### src/rtl/exc_pkg.sv
`timescale 1ns/1ps
package exc_pkg;
  localparam int VEC_W = 8;

  // condition sources, index order is the arbitration priority
  localparam int SRC_BERR    = 0;
  localparam int SRC_ADDR    = 1;
  localparam int SRC_TRACE   = 2;
  localparam int SRC_ILLEGAL = 3;
  localparam int SRC_LINE_A  = 4;
  localparam int SRC_LINE_F  = 5;
  localparam int SRC_PRIV    = 6;
  localparam int SRC_TRAP    = 7;
  localparam int SRC_TRAPV   = 8;
  localparam int SRC_CHK     = 9;
  localparam int SRC_DIV0    = 10;
  localparam int NSRC        = 11;

  localparam logic [VEC_W-1:0] VEC_RESET   = 8'd0;
  localparam logic [VEC_W-1:0] VEC_BERR    = 8'd2;
  localparam logic [VEC_W-1:0] VEC_ADDR    = 8'd3;
  localparam logic [VEC_W-1:0] VEC_ILLEGAL = 8'd4;
  localparam logic [VEC_W-1:0] VEC_DIV0    = 8'd5;
  localparam logic [VEC_W-1:0] VEC_CHK     = 8'd6;
  localparam logic [VEC_W-1:0] VEC_TRAPV   = 8'd7;
  localparam logic [VEC_W-1:0] VEC_PRIV    = 8'd8;
  localparam logic [VEC_W-1:0] VEC_TRACE   = 8'd9;
  localparam logic [VEC_W-1:0] VEC_LINE_A  = 8'd10;
  localparam logic [VEC_W-1:0] VEC_LINE_F  = 8'd11;
  localparam logic [VEC_W-1:0] VEC_TRAP0   = 8'd32;

  localparam logic [1:0]  SZ_BYTE     = 2'd0;
  localparam logic [3:0]  NIB_LINE_A  = 4'hA;
  localparam logic [3:0]  NIB_LINE_F  = 4'hF;
  localparam logic [11:0] OP_TRAP_HI  = 12'h4E4;
  localparam logic [15:0] OP_TRAPV    = 16'h4E76;

  // byte offset of a table entry: four bytes per vector
  function automatic logic [VEC_W+1:0] vec_offset(input logic [VEC_W-1:0] v);
    return {v, 2'b00};
  endfunction

  // word and longword accesses must be even
  function automatic logic misaligned(input logic [1:0] size, input logic a0);
    return (size != SZ_BYTE) && a0;
  endfunction

  // signed range test: below zero or above the bound
  function automatic logic chk_out_of_bounds(input logic [15:0] data, input logic [15:0] bound);
    return ($signed(data) < 16'sd0) || ($signed(data) > $signed(bound));
  endfunction

  function automatic logic is_trap(input logic [15:0] op);
    return op[15:4] == OP_TRAP_HI;
  endfunction

  function automatic logic [VEC_W-1:0] src_vector(input int src, input logic [3:0] trap_num);
    case (src)
      SRC_BERR:    return VEC_BERR;
      SRC_ADDR:    return VEC_ADDR;
      SRC_TRACE:   return VEC_TRACE;
      SRC_ILLEGAL: return VEC_ILLEGAL;
      SRC_LINE_A:  return VEC_LINE_A;
      SRC_LINE_F:  return VEC_LINE_F;
      SRC_PRIV:    return VEC_PRIV;
      SRC_TRAP:    return VEC_TRAP0 | {4'b0000, trap_num};
      SRC_TRAPV:   return VEC_TRAPV;
      SRC_CHK:     return VEC_CHK;
      SRC_DIV0:    return VEC_DIV0;
      default:     return VEC_RESET;
    endcase
  endfunction
endpackage

### src/rtl/exc_rst_qual.sv
`timescale 1ns/1ps
module exc_rst_qual #(
  parameter int HOLD = 10
) (
  input  logic clk,
  input  logic hw_rst_req_n,
  input  logic stop_req_n,
  output logic rst_hold,
  output logic rst_release
);
  localparam int CW = $clog2(HOLD + 1);
  localparam logic [CW-1:0] LIMIT = CW'(HOLD);

  logic          both_low;
  logic [CW-1:0] low_cnt;

  assign both_low = !hw_rst_req_n && !stop_req_n;

  // consecutive low samples, saturating at the qualification count
  always_ff @(posedge clk) begin
    if (!both_low)
      low_cnt <= '0;
    else if (low_cnt != LIMIT)
      low_cnt <= low_cnt + 1'b1;
  end

  assign rst_hold    = (low_cnt == LIMIT);
  assign rst_release = rst_hold && !both_low;
endmodule

### src/rtl/exc_detect.sv
`timescale 1ns/1ps
module exc_detect
  import exc_pkg::*;
(
  input  logic            insn_valid,
  input  logic [15:0]     opcode,
  input  logic            sup_bit,
  input  logic            trace_bit,
  input  logic            v_flag,
  input  logic            op_illegal,
  input  logic            op_priv,
  input  logic            chk_en,
  input  logic [15:0]     chk_data,
  input  logic [15:0]     chk_bound,
  input  logic            div_en,
  input  logic            div_by_zero,
  input  logic            mem_req,
  input  logic [1:0]      mem_size,
  input  logic            mem_addr0,
  input  logic            bus_fault_n,
  output logic [NSRC-1:0] req,
  output logic [3:0]      trap_num
);
  always_comb begin
    req               = '0;
    req[SRC_BERR]     = !bus_fault_n;
    req[SRC_ADDR]     = mem_req && misaligned(mem_size, mem_addr0);
    req[SRC_TRACE]    = insn_valid && trace_bit;
    req[SRC_ILLEGAL]  = insn_valid && op_illegal;
    req[SRC_LINE_A]   = insn_valid && (opcode[15:12] == NIB_LINE_A);
    req[SRC_LINE_F]   = insn_valid && (opcode[15:12] == NIB_LINE_F);
    req[SRC_PRIV]     = insn_valid && op_priv && !sup_bit;
    req[SRC_TRAP]     = insn_valid && is_trap(opcode);
    req[SRC_TRAPV]    = insn_valid && (opcode == OP_TRAPV) && v_flag;
    req[SRC_CHK]      = chk_en && chk_out_of_bounds(chk_data, chk_bound);
    req[SRC_DIV0]     = div_en && div_by_zero;
  end

  assign trap_num = opcode[3:0];
endmodule

### src/rtl/exc_prio.sv
`timescale 1ns/1ps
module exc_prio
  import exc_pkg::*;
(
  input  logic [NSRC-1:0]  req,
  input  logic [3:0]       trap_num,
  output logic             any_req,
  output logic [VEC_W-1:0] win_vec
);
  logic [NSRC-1:0] gnt;

  // lowest index wins: mask every request that has a higher-priority one set
  for (genvar i = 0; i < NSRC; i++) begin : g_gnt
    if (i == 0) begin : g_first
      assign gnt[i] = req[i];
    end else begin : g_rest
      assign gnt[i] = req[i] && !(|req[i-1:0]);
    end
  end

  assign any_req = |req;

  always_comb begin
    win_vec = '0;
    for (int k = 0; k < NSRC; k++)
      if (gnt[k]) win_vec = win_vec | src_vector(k, trap_num);
  end
endmodule

### src/rtl/exc_vector_unit.sv
`timescale 1ns/1ps
module exc_vector_unit
  import exc_pkg::*;
#(
  parameter int ADDR_W   = 24,
  parameter int RST_HOLD = 10
) (
  input  logic              clk,
  input  logic              hw_rst_req_n,
  input  logic              stop_req_n,
  input  logic              bus_fault_n,
  input  logic              insn_valid,
  input  logic [15:0]       opcode,
  input  logic              sup_bit,
  input  logic              trace_bit,
  input  logic              v_flag,
  input  logic              op_illegal,
  input  logic              op_priv,
  input  logic              chk_en,
  input  logic [15:0]       chk_data,
  input  logic [15:0]       chk_bound,
  input  logic              div_en,
  input  logic              div_by_zero,
  input  logic              mem_req,
  input  logic [1:0]        mem_size,
  input  logic              mem_addr0,
  input  logic [ADDR_W-1:0] vec_base,
  input  logic              frame_done,
  output logic              exc_take,
  output logic [VEC_W-1:0]  exc_vec,
  output logic [ADDR_W-1:0] exc_addr,
  output logic              halted
);
  // named internal events, also observed by the bound checker
  logic             rst_hold;
  logic             rst_release;
  logic [NSRC-1:0]  req;
  logic [3:0]       trap_num;
  logic             any_req;
  logic [VEC_W-1:0] win_vec;
  logic             berr_busy;
  logic             dbl_fault;
  logic             berr_taken;

  function automatic logic [ADDR_W-1:0] fetch_addr(input logic [VEC_W-1:0] v);
    return vec_base + ADDR_W'(vec_offset(v));
  endfunction

  exc_rst_qual #(.HOLD(RST_HOLD)) u_rst (
    .clk         (clk),
    .hw_rst_req_n(hw_rst_req_n),
    .stop_req_n  (stop_req_n),
    .rst_hold    (rst_hold),
    .rst_release (rst_release)
  );

  exc_detect u_det (
    .insn_valid (insn_valid),
    .opcode     (opcode),
    .sup_bit    (sup_bit),
    .trace_bit  (trace_bit),
    .v_flag     (v_flag),
    .op_illegal (op_illegal),
    .op_priv    (op_priv),
    .chk_en     (chk_en),
    .chk_data   (chk_data),
    .chk_bound  (chk_bound),
    .div_en     (div_en),
    .div_by_zero(div_by_zero),
    .mem_req    (mem_req),
    .mem_size   (mem_size),
    .mem_addr0  (mem_addr0),
    .bus_fault_n(bus_fault_n),
    .req        (req),
    .trap_num   (trap_num)
  );

  exc_prio u_prio (
    .req     (req),
    .trap_num(trap_num),
    .any_req (any_req),
    .win_vec (win_vec)
  );

  assign dbl_fault  = !bus_fault_n && berr_busy;
  assign berr_taken = any_req && (win_vec == VEC_BERR);

  always_ff @(posedge clk) begin
    if (rst_hold) begin
      halted    <= 1'b0;
      berr_busy <= 1'b0;
      exc_take  <= rst_release;
      exc_vec   <= VEC_RESET;
      exc_addr  <= fetch_addr(VEC_RESET);
    end else if (halted) begin
      exc_take  <= 1'b0;
    end else if (dbl_fault) begin
      halted    <= 1'b1;
      exc_take  <= 1'b0;
    end else begin
      exc_take  <= any_req;
      if (any_req) begin
        exc_vec  <= win_vec;
        exc_addr <= fetch_addr(win_vec);
      end
      if (berr_taken)
        berr_busy <= 1'b1;
      else if (frame_done)
        berr_busy <= 1'b0;
    end
  end
endmodule

### config.mk
export PLATFORM = sky130hd
export DESIGN_NAME = exc_vector_unit
export DESIGN_NICKNAME = d
export VERILOG_FILES = /design/src/rtl/exc_pkg.sv /design/src/rtl/exc_rst_qual.sv /design/src/rtl/exc_detect.sv /design/src/rtl/exc_prio.sv /design/src/rtl/exc_vector_unit.sv
export SDC_FILE = /design/constraint.sdc
export NUM_CORES = 1
export LEC_CHECK = 0
export BUFFER_PORTS_ARGS = -buffer_cell sky130_fd_sc_hd__buf_2
export CAP_MARGIN = 10
export CORE_MARGIN = 4
export CORE_UTILIZATION = 51
export DETAILED_ROUTE_END_ITERATION = 10
export MAX_ROUTING_LAYER = met4
export PLACE_DENSITY = 0.89
export SLEW_MARGIN = 20
export SYNTH_ARGS = -nofsm -noshare
export SYNTH_HDL_FRONTEND = slang
export SYNTH_SLANG_ARGS = --single-unit
### constraint.sdc
create_clock -name clk -period 10.2 [get_ports clk]
set_input_delay 1.53 -clock clk [delete_from_list [all_inputs] [get_ports clk]]
set_output_delay 1.53 -clock clk [all_outputs]
set_load 0.05 [all_outputs]
; Yosys cells after proc, flatten, opt, wreduce, memory -nomap -nowiden
; Cells that the tools add are included.
[op_classes]
add_sub_neg = 2
order_cmp = 2
n_eq_ne = 9
muxes = 32
bitwise = 12
n_reduce_logical = 58
[ops]
columns = op, count
row1 = $mux 8, 20
row2 = $mux 24, 4
row3 = $or 8x8->8, 10
row4 = $logic_and 1x1->1, 27
row5 = $add 24x10->24, 1
row6 = $eq 16x15->1 const B, 1
row7 = $gt 16x16->1, 1
row8 = $lt 16x1->1 const B, 1
row9 = $logic_not 1->1, 14
row10 = $eq 12x11->1 const B, 1
row11 = $eq 4x4->1 const B, 3
row12 = $reduce_or 11->1, 1
row13 = $reduce_or 10->1, 1
row14 = $reduce_and 3->1, 3
row15 = $reduce_or 9->1, 1
row16 = $eq 8x2->1 const B, 1
row17 = $reduce_or 8->1, 1
row18 = $mux 1, 7
row19 = $reduce_or 7->1, 1
row20 = $reduce_bool 2->1, 3
row21 = $reduce_or 6->1, 1
row22 = $reduce_or 5->1, 1
row23 = $add 4x1->4 const B, 1
row24 = $ne 2x1->1 const B, 2
row25 = 7 further kinds, 8
[totals]
regBits = 39

; Longest topological paths before layout
; Gate-level depths: netlist of the first run.
[depth]
word_depth = 30
mapped_depth = 17
depth_no_buf = 17

; Cells and area by module
; A second synthesis of the first run with hierarchy kept.
[hier_totals]
cells_unflattened = 312
hier_area_um2 = 2977.9
[modules_own_cells]
columns = mod, n_inst, cells_per_inst, area_per_inst_um2
row1 = exc_vector_unit, 1, 176, 1980.6
row2 = exc_detect, 1, 81, 566.8
row3 = exc_rst_qual, 1, 24, 251.5
row4 = exc_prio, 1, 31, 178.9

; Worst setup path before layout of the first run
; OpenSTA, ideal clock, no wires.
[synth_timing]
path_type = input -> register
from = input chk_bound[15]
to = register exc_addr[22], data pin
setup_time_ps = 258
arrival_time_ps = 4744
slack_ps = 5198
path_stages = 17
path_buffers = 0
cell_sequence = inv_1 > ha_1 > nand4_1 > nor4_1 > a221o_1 > o31ai_1 > nand3_1 > o21ai_0 > ha_1 > inv_1 > fa_1 > nor2b_1 > o21ai_0 > a21o_1 > a21oi_1 > nand4_1 > xnor2_1
[synth_via]
elab_chain_cells = 12
elab_cells_between_ends = 15
cone_classes = add/sub: 1 / order compare: 1 / mux: 6 / bitwise: 1 / reduce/logical: 6
[synth_rtl]
columns = item, line
row1 = from (decl), exc_vector_unit.sv:21  ; input logic [15:0] chk_bound,
row2 = $gt 16x16->1 *, exc_pkg.sv:50  ; return ($signed(data) < 16'sd0) || ($signed(data) > $signed(bound));
row3 = $logic_or 1x1->1 *, exc_pkg.sv:50
row4 = $logic_and 1x1->1 *, exc_detect.sv:35  ; req[SRC_CHK] = chk_en && chk_out_of_bounds(chk_data, chk_bound);
row5 = $reduce_or 10->1 / $logic_and 1x1->1 (equally long branches), exc_prio.sv:17  ; assign gnt[i] = req[i] && !(|req[i-1:0]);
row6 = $logic_not 1->1 / $mux 8 (equally long branches), "exc_prio.sv:17, exc_prio.sv:26"
row7 = $logic_and 1x1->1 / $or 8x8->8 (equally long branches), "exc_prio.sv:17, exc_prio.sv:26"
row8 = $mux 8 *, exc_prio.sv:26  ; if (gnt[k]) win_vec = win_vec | src_vector(k, trap_num);
row9 = via u_prio.win_vec[0], exc_prio.sv:8  ; output logic [VEC_W-1:0] win_vec
row10 = $add 24x10->24 *, exc_vector_unit.sv:46  ; return vec_base + ADDR_W'(vec_offset(v));
row11 = $mux 24 *, exc_vector_unit.sv:102  ; if (any_req) begin
row12 = $mux 24 *, exc_vector_unit.sv:97  ; end else if (dbl_fault) begin
row13 = $mux 24 *, exc_vector_unit.sv:95  ; end else if (halted) begin
row14 = $mux 24 *, exc_vector_unit.sv:89  ; if (rst_hold) begin
row15 = to (signal assigned), exc_vector_unit.sv:94  ; exc_addr <= fetch_addr(VEC_RESET);
row16 = to (signal assigned), exc_vector_unit.sv:104  ; exc_addr <= fetch_addr(win_vec);
row17 = to (decl), exc_vector_unit.sv:31  ; output logic [ADDR_W-1:0] exc_addr,
; The timed path passes the listed nets; every way through them passes the cells marked *. The select of a mux whose other input is x is not followed.
; A chain may end at the register's enable or synchronous reset.

; Worst setup path after layout of the first run
[layout_timing]
from = input chk_data[15]
to = register exc_addr[20], data pin
[layout_via]
elab_chain_cells = 12
elab_cells_between_ends = 16
cone_classes = add/sub: 1 / order compare: 2 / mux: 6 / bitwise: 1 / reduce/logical: 6
[layout_rtl]
columns = item, line
row1 = from (decl), exc_vector_unit.sv:20  ; input logic [15:0] chk_data,
row2 = $lt 16x1->1 / $gt 16x16->1 (equally long branches), exc_pkg.sv:50
row3 = $logic_or 1x1->1 *, exc_pkg.sv:50
row4 = $logic_and 1x1->1 *, exc_detect.sv:35
row5 = $reduce_or 10->1 / $logic_and 1x1->1 (equally long branches), exc_prio.sv:17
row6 = $logic_not 1->1 / $mux 8 (equally long branches), "exc_prio.sv:17, exc_prio.sv:26"
row7 = $logic_and 1x1->1 / $or 8x8->8 (equally long branches), "exc_prio.sv:17, exc_prio.sv:26"
row8 = $mux 8 *, exc_prio.sv:26
row9 = via u_prio.win_vec[0], exc_prio.sv:8
row10 = $add 24x10->24 *, exc_vector_unit.sv:46
row11 = $mux 24 *, exc_vector_unit.sv:102
row12 = $mux 24 *, exc_vector_unit.sv:97
row13 = $mux 24 *, exc_vector_unit.sv:95
row14 = $mux 24 *, exc_vector_unit.sv:89
; Marked as above.

==> results of run 1 <==
[through the flow]
step | power, mW | setup WS [ps]
after global routing | 0.4309 | 4553
final | 0.4086 | 4872
after detailed placement | 0.2905 | 4543
after CTS | 0.4104 | 4849
after floorplan | 0.2506 | 5198
after global placement | 0.2864 | 4804
[per-layer routing]
layer / routed length (um) / GRT usage, % / vias to the layer above
li1: - / - / 1249
met1: 2571 / 24.27 / 1149
met2: 3270 / 38.22 / 118
met3: 567 / 3.725 / 13
met4: 139 / 6.873 / 0
met5: 0 / - / -
[registers in the layout, indices dropped and copies added (netlist names)]
register,cells
exc_take,1
berr_busy,1
u_rst.low_cnt,4
halted,1
exc_addr,24
exc_vec,5
[synth_stat cells, types with 4 or more instances]
master	count
sky130_fd_sc_hd__inv_1	31
sky130_fd_sc_hd__nand2_1	30
sky130_fd_sc_hd__edfxtp_1	24
sky130_fd_sc_hd__ha_1	23
sky130_fd_sc_hd__a21oi_1	16
sky130_fd_sc_hd__nor2_1	14
sky130_fd_sc_hd__xor2_1	13
sky130_fd_sc_hd__dfxtp_1	12
sky130_fd_sc_hd__xnor2_1	11
sky130_fd_sc_hd__nand3_1	10
sky130_fd_sc_hd__nand4_1	10
sky130_fd_sc_hd__nor3_1	10
sky130_fd_sc_hd__o21ai_0	7
sky130_fd_sc_hd__a21o_1	6
sky130_fd_sc_hd__clkbuf_1	4
[power groups by stage]
stage	logic, mW	registers (mW)	clock network (mW)
floorplan	0.0489	0.202	0
global placement	0.110	0.176	0
detailed placement	0.114	0.176	0
CTS	0.115	0.173	0.122
global route	0.126	0.175	0.130
finish	0.114	0.174	0.121
[layout by cell type (no fill, tap or decap), types with 3 or more instances in the layout]
cell type / synthesis / routed
sky130_fd_sc_hd__nor3_1: 10 / 10
sky130_fd_sc_hd__xnor2_1: 11 / 11
sky130_fd_sc_hd__inv_1: 31 / 31
sky130_fd_sc_hd__o21ai_0: 7 / 7
sky130_fd_sc_hd__a21oi_1: 16 / 16
sky130_fd_sc_hd__edfxtp_1: 24 / 24
sky130_fd_sc_hd__ha_1: 23 / 23
sky130_fd_sc_hd__o2bb2ai_1: 3 / 3
sky130_fd_sc_hd__nand2_1: 30 / 30
sky130_fd_sc_hd__nand3_1: 10 / 10
sky130_fd_sc_hd__buf_2: 0 / 120
sky130_fd_sc_hd__nor2_1: 14 / 14
sky130_fd_sc_hd__and3_1: 3 / 3
sky130_fd_sc_hd__conb_1: 1 / 3
sky130_fd_sc_hd__xor2_1: 13 / 13
sky130_fd_sc_hd__clkbuf_8: 0 / 5
sky130_fd_sc_hd__a21o_1: 6 / 6
sky130_fd_sc_hd__nand4_1: 10 / 10
sky130_fd_sc_hd__dfxtp_1: 12 / 12
[logic make-up (layout without fill, tap and decap cells)]
family	Yosys count	after routing	synth area share [%]
other	1	3	0.1442
multiplexers	3	3	1.203
flip-flops	36	36	36.94
AND/OR/NAND/NOR	95	95	19.24
XOR/XNOR	24	24	8.081
buffers and inverters	39	159	6.349
AO/OA/AOI/OAI	59	59	16.21
adder cells (fa/ha/maj)	24	24	11.83
[worst max-delay path by stage]
stage	slack [ps]	end	cells past startpoint	from
final	4870	exc_addr[20]	17	chk_data[15]
after global routing	4550	exc_addr[20]	17	chk_data[15]
after CTS	4850	exc_addr[20]	17	chk_data[15]
after detailed placement	4540	exc_addr[20]	17	chk_data[15]
after global placement	4800	exc_addr[22]	17	chk_data[15]
after floorplan	5200	exc_addr[22]	17	chk_bound[15]
[worst max-delay path, delay by kind of cell]
| kind | cells | cell delay [ps] |
|---|---|---|
| xor gates and xnor gates | 1 | 180 |
| adders and majority gates | 3 | 910 |
| buffers and inverters | 2 | 170 |
| AOI/OAI and AO/OA | 6 | 1790 |
| and+or+nand+nor | 5 | 780 |
[layout make-up]
class | count | area, um2 | area share, %
multi-input combinational | 208 | 1483 | 44.23
sequential | 36 | 960.9 | 28.67
timing repair buffer | 120 | 600.6 | 17.92
inverter | 31 | 116.4 | 3.471
tap | 67 | 83.83 | 2.501
clock buffer | 6 | 72.57 | 2.165
clock inverter | 2 | 35.03 | 1.045
==> tab_implementation.tex, run 1 <==
\begin{tabular}{lr}
\hline
Metric & Value \\
\hline
\multicolumn{2}{l}{\textbf{Run status}} \\
Result of the run & completed \\
\multicolumn{2}{l}{\textbf{Timing}} \\
Max\_slew headroom & 34.30\% \\
Final count of negative-setup-slack endpoints & 0 \\
Min Tclk post-route & 5328 ps \\
Final Cycle Share & 52.24\% \\
Worst Clk Skew & 0.9399 ps \\
Least-Margin Pin Slew & 983.2 ps \\
Setup TNS Final & 0 ps \\
Final max-slew violation count & 0 \\
Setup repair after global routing missed its margin & false \\
Fmax achieved & 0.1877 GHz \\
Final Hold Slack & 456.0 ps \\
Final hold viol count & 0 \\
\multicolumn{2}{l}{\textbf{Floorplanning}} \\
Die span in y & 79.42 um \\
Die width & 79.42 um \\
Starting density of the core & 54.00\% \\
Core footprint & 4817 um2 \\
Row Count & 25 \\
I/O pin count & 124 \\
DIE AREA & 6307 um2 \\
\multicolumn{2}{l}{\textbf{Worst setup path}} \\
Maximum cell stage delay along the critical path & 490 ps \\
R2r worst-path depth & 7 \\
Setup CP Type & in -> reg \\
CP endpoint kind & flip-flop \\
Worst path arrival time & 5360 ps \\
End of the worst register-to-register path & exc\_addr[20] \\
Largest fanout on the critical path & 7 \\
Critical Path Source Type & primary input \\
Ordered list of cells on the worst path & buf\_2, ha\_1, nand4\_1, nor4\_1, a221o\_1, o31ai\_1, nand3\_1, o21ai\_0, ha\_1, inv\_1, fa\_1, nor2b\_1, o21ai\_0, a21o\_1, a21oi\_1, nand3\_1, xnor2\_1 \\
R2r startpoint & u\_rst.low\_cnt[0] \\
Cell with the biggest individual delay on the critical path & sky130\_fd\_sc\_hd\_\_o31ai\_1 \\
Slack of the worst reg-to-reg path & 7470 ps \\
CP Data Required Time & 10230 ps \\
\multicolumn{2}{l}{\textbf{CTS}} \\
Number of CTS-inserted buffers & 5 \\
Number of buffers inserted for hold repair after clock tree synthesis & 0 \\
Clock insertion delay at the later pin of the skew report & 280 ps \\
TritonCTS clock tree & built \\
Post-CTS setup buffer count & 0 \\
H-tree level count & 2 \\
Clock Sink Count & 36 \\
Number of cells upsized or downsized after cts & 0 \\
Clock-pin transition on the worst setup and hold timing paths & 70 ps \\
CTS Buffer Depth & 2 \\
Cell at the root of the clock tree & sky130\_fd\_sc\_hd\_\_clkbuf\_8 \\
\multicolumn{2}{l}{\textbf{Yosys}} \\
Sequential-to-total area share from yosys stat & 36.94\% \\
Async SR Flop Fraction & 0\% \\
Portion of synthesized cell area occupied by the leading cell type & 27.71\% \\
Average instance area after synthesis & 9.257 um2 \\
Number of synthesized register bits & 36 \\
Largest area contributor in the synthesized netlist & sky130\_fd\_sc\_hd\_\_edfxtp\_1 \\
Count of flip-flops with a built-in enable after synthesis & 24 \\
Most used DFF post-synth & sky130\_fd\_sc\_hd\_\_edfxtp\_1 \\
Netlist area before placement & 2601 um2 \\
Syn. warnings & 0 \\
Gate count after technology mapping & 281 \\
Area contributors post-synth & sky130\_fd\_sc\_hd\_\_edfxtp\_1 (28\%), sky130\_fd\_sc\_hd\_\_ha\_1 (11\%), sky130\_fd\_sc\_hd\_\_dfxtp\_1 (9.2\%) \\
Library cells used by synthesis & 59 \\
\multicolumn{2}{l}{\textbf{Power}} \\
Net switching share of the total power & 30.81\% \\
Clk pwr share & 29.5\% \\
Cell Int Power & 282.7 uW \\
Maximum vdd ir drop & 64.40 uV \\
Leakage dissipation & 1.628 nW \\
Switching Power & 125.9 uW \\
Relative contribution of sequential cells to total power & 42.5\% \\
Power Density & 121.9 nW/um2 \\
Comb pwr share & 28.0\% \\
\multicolumn{2}{l}{\textbf{Route}} \\
Final routed wirelength across all metal layers & 6548 um \\
Per-cell via count in the routed design & 5.381 \\
Remaining routing DRC violations & 0 \\
Detail Route Antenna Nets & 0 \\
Number of iterations in the first detailed-routing pass & 4 \\
Vias & 2529 \\
DR WL/cell & 13.93 um \\
Initial DRC count & 130 \\
\multicolumn{2}{l}{\textbf{Flow run}} \\
Number of maximum-capacitance violations & 0 \\
\multicolumn{2}{l}{\textbf{Hold path}} \\
Path class of the lowest-slack min-delay path & reg -> reg \\
Hold Path Depth & 2 \\
Worst Hold Launch & exc\_vec[1] \\
Hold Path End & exc\_vec[1] \\
\multicolumn{2}{l}{\textbf{Global route}} \\
Wire length of the first global-routing pass & 10410 um \\
Total congestion overflow & 0 \\
Pin count of the biggest net entering global routing & 25 \\
Via count of the first global-routing pass & 2447 \\
Initial antenna violation count & 0 \\
Gr usage total & 21.37\% \\
\multicolumn{2}{l}{\textbf{Layout}} \\
Layout area overhead & 28.86\% \\
Proportion of layout cells with a drive suffix above 1 & 34.74\% \\
Fillers & 376 \\
Final net count & 516 \\
Number of standard cells in the final layout excluding fillers & 470 \\
Post-route standard cell area excluding fillers & 3352 um2 \\
Inserted Diodes & 0 \\
Post-layout util & 69.58\% \\
\multicolumn{2}{l}{\textbf{Placement}} \\
Final weighted congestion in routability-driven placement & 0.9021 \\
PortBufs & 120 \\
Detailed Place HPWL & 5452 um \\
Placed Instances & 462 \\
Area after detailed placement & 3244 um2 \\
\hline
\end{tabular}
Note: power is estimated with default switching activity, not from simulation.
==> inputs of run 2 (changes only) <==
--- a/config.mk
+++ b/config.mk
@@ -8,10 +8,10 @@
 export BUFFER_PORTS_ARGS = -buffer_cell sky130_fd_sc_hd__buf_2
 export CAP_MARGIN = 10
 export CORE_MARGIN = 4
-export CORE_UTILIZATION = 51
+export CORE_UTILIZATION = 42
 export DETAILED_ROUTE_END_ITERATION = 10
 export MAX_ROUTING_LAYER = met4
-export PLACE_DENSITY = 0.89
+export PLACE_DENSITY = 0.78
 export SLEW_MARGIN = 20
 export SYNTH_ARGS = -nofsm -noshare
 export SYNTH_HDL_FRONTEND = slang
==> constraint.sdc (replaced) <==
create_clock -name clk -period 4.5 [get_ports clk]
set_input_delay 0.675 -clock clk [delete_from_list [all_inputs] [get_ports clk]]
set_output_delay 0.675 -clock clk [all_outputs]
set_load 0.05 [all_outputs]
==> tab_implementation.tex, run 2 (synthesis gave the netlist of run 1 again) <==
\begin{tabular}{lr}
\hline
Metric & Value \\
\hline
\multicolumn{2}{l}{\textbf{CTS}} \\
Number of buffers inserted for hold repair after clock tree synthesis & 0 \\
Clock Sink Count & 36 \\
H-tree level count & 2 \\
Number of CTS-inserted buffers & 5 \\
CTS Buffer Depth & 2 \\
Clock insertion delay at the later pin of the skew report & 290 ps \\
Number of cells upsized or downsized after cts & 0 \\
Cell at the root of the clock tree & sky130\_fd\_sc\_hd\_\_clkbuf\_8 \\
TritonCTS clock tree & built \\
Clock-pin transition on the worst setup and hold timing paths & 70 ps \\
Post-CTS setup buffer count & 0 \\
\multicolumn{2}{l}{\textbf{Power}} \\
Maximum vdd ir drop & 153.4 uV \\
Relative contribution of sequential cells to total power & 44.8\% \\
Power Density & 258.5 nW/um2 \\
Clk pwr share & 25.0\% \\
Leakage dissipation & 1.634 nW \\
Switching Power & 283.9 uW \\
Net switching share of the total power & 32.63\% \\
Cell Int Power & 586.2 uW \\
Comb pwr share & 30.2\% \\
\multicolumn{2}{l}{\textbf{Hold path}} \\
Path class of the lowest-slack min-delay path & reg -> reg \\
Worst Hold Launch & exc\_vec[2] \\
\multicolumn{2}{l}{\textbf{Placement}} \\
Final weighted congestion in routability-driven placement & 0.8874 \\
Placed Instances & 474 \\
PortBufs & 120 \\
Detailed Place HPWL & 5372 um \\
\multicolumn{2}{l}{\textbf{Global route}} \\
Global Route met1 Usage & 18.67\% \\
Gr usage total & 17.55\% \\
Gr busiest metal & met2 \\
Pin count of the biggest net entering global routing & 25 \\
Met2 Usage GRT & 29.97\% \\
Via count of the first global-routing pass & 2442 \\
Met3 Resource Use GR & 4.278\% \\
Initial antenna violation count & 0 \\
Total congestion overflow & 0 \\
Wire length of the first global-routing pass & 10310 um \\
\multicolumn{2}{l}{\textbf{Worst setup path}} \\
R2r startpoint & u\_rst.low\_cnt[0] \\
Ordered list of cells on the worst path & buf\_2, ha\_1, nand4\_1, nor4\_1, a221o\_1, o31ai\_1, nand3\_1, o21ai\_0, ha\_1, inv\_1, fa\_1, nor2b\_1, o21ai\_0, a21o\_1, a21oi\_1, buf\_4, nand4\_1, xnor2\_1 \\
CP Data Required Time & 4550 ps \\
Critical Path Source Type & primary input \\
Category of cells accounting for the largest share of critical-path delay & compound AO/OA/AOI/OAI gates \\
CP endpoint kind & flip-flop \\
Cell with the biggest individual delay on the critical path & sky130\_fd\_sc\_hd\_\_fa\_1 \\
Setup CP Type & in -> reg \\
Bufs and invs on worst path & 3 \\
Worst path arrival time & 4020 ps \\
Crit path launch & chk\_data[15] \\
Largest fanout on the critical path & 7 \\
Maximum cell stage delay along the critical path & 390 ps \\
\multicolumn{2}{l}{\textbf{Route}} \\
Initial DRC count & 87 \\
Number of iterations in the first detailed-routing pass & 4 \\
Final routed wirelength across all metal layers & 6455 um \\
Remaining routing DRC violations & 0 \\
Vias & 2536 \\
Per-cell via count in the routed design & 5.261 \\
DR WL/cell & 13.39 um \\
Detail Route Antenna Nets & 0 \\
\multicolumn{2}{l}{\textbf{Timing}} \\
Final hold viol count & 0 \\
Setup repair after global routing missed its margin & false \\
Worst Clk Skew & 5.370 ps \\
Final Cycle Share & 88.22\% \\
Final count of negative-setup-slack endpoints & 0 \\
Min Tclk post-route & 3970 ps \\
Setup TNS Final & 0 ps \\
Final max-slew violation count & 0 \\
Max\_slew headroom & 54.57\% \\
Fmax achieved & 0.2519 GHz \\
Least-Margin Pin Slew & 679.4 ps \\
\multicolumn{2}{l}{\textbf{Layout}} \\
Sequential cell area & 960.9 um2 \\
Leading cell type in the layout, fill and taps excluded & sky130\_fd\_sc\_hd\_\_buf\_2 \\
Inserted Diodes & 0 \\
Layout area overhead & 29.39\% \\
Multi-input gate area & 1483 um2 \\
Number of standard cells in the final layout excluding fillers & 482 \\
Register with the most flip-flops & exc\_addr \\
Proportion of layout cells with a drive suffix above 1 & 35.14\% \\
Final net count & 520 \\
Most used cells in the layout excluding fill and tap cells & sky130\_fd\_sc\_hd\_\_buf\_2 (120), sky130\_fd\_sc\_hd\_\_inv\_1 (31), sky130\_fd\_sc\_hd\_\_nand2\_1 (30), sky130\_fd\_sc\_hd\_\_edfxtp\_1 (24), sky130\_fd\_sc\_hd\_\_ha\_1 (23) \\
Flip-flop count of the largest register after layout & 24 \\
Fillers & 541 \\
Largest registers in the final layout & exc\_addr x24, exc\_vec x5, u\_rst.low\_cnt x4 \\
\multicolumn{2}{l}{\textbf{Floorplanning}} \\
Die span in y & 86.70 um \\
Starting density of the core & 43.68\% \\
Row Count & 28 \\
I/O pin count & 124 \\
DIE AREA & 7517 um2 \\
Core footprint & 5956 um2 \\
Die width & 86.70 um \\
\multicolumn{2}{l}{\textbf{Run status}} \\
Result of the run & completed \\
\multicolumn{2}{l}{\textbf{Flow run}} \\
Number of maximum-capacitance violations & 0 \\
\hline
\end{tabular}
## run 2: changes by cell type in the layout (fill, tap and decap cells not counted), sizes merged
cell | before | now
bufinv | 1 | 0
clkbuf | 6 | 7
buf | 120 | 124
## run 2: cell type report
class,count,share of cell area (%)
Inverter,31,3.457
Clock inverter,1,0.1487
Clock buffer,7,2.268
Multi-Input combinational cell,208,44.05
Sequential cell,36,28.55
Tap cell,75,2.788
Timing Repair Buffer,124,18.74
## run 2: final timing paths
path / end / slack (ps) / cells past startpoint
max: exc_addr[16] / 530 / 18
min: exc_vec[2] / 460 / 2
max reg2reg: exc_addr[16] / 2050 / 8
min reg2reg: exc_vec[2] / 460 / 2
## run 2: power groups by stage
stage,sequential [mW],combinational [mW],clock [mW]
5_1_grt,0.392,0.291,0.239
3_5_place_dp,0.396,0.263,0
3_3_place_gp,0.396,0.258,0
2_1_floorplan,0.457,0.111,0
6_report,0.390,0.263,0.217
4_1_cts,0.390,0.264,0.223
## run 2: per-layer routing
metal	up-vias	wire (um)
met5	-	0
met4	0	201
met2	105	3194
met3	19	540
met1	1150	2518
li1	1262	-
## run 2: worst reg2reg max path: cells and delay by family, from the launching register on
kind            cells  cell delay, ps
compound gates      1             220
flops               1             360
fa+ha+maj           1             210
xor+xnor            1             140
simple gates        3            1030
buf+inv             2             260
## run 2: per-stage QoR
stage / power (mW) / util (%) / instance area (um2) / hold WS [ps] / setup slack, ps
2_1_floorplan: 0.5680 / - / 2609 / 477.9 / 353.2
3_3_place_gp: 0.6535 / 55.15 / 3284 / 430.7 / 329.4
3_5_place_dp: 0.6592 / 55.15 / 3284 / 440.5 / 247.3
4_1_cts: 0.8772 / 56.51 / 3366 / 458.3 / 530.6
5_1_grt: 0.9216 / 56.51 / 3366 / 471.0 / 223.6
6_report: 0.8701 / 56.51 / 3366 / 455.0 / 530.2
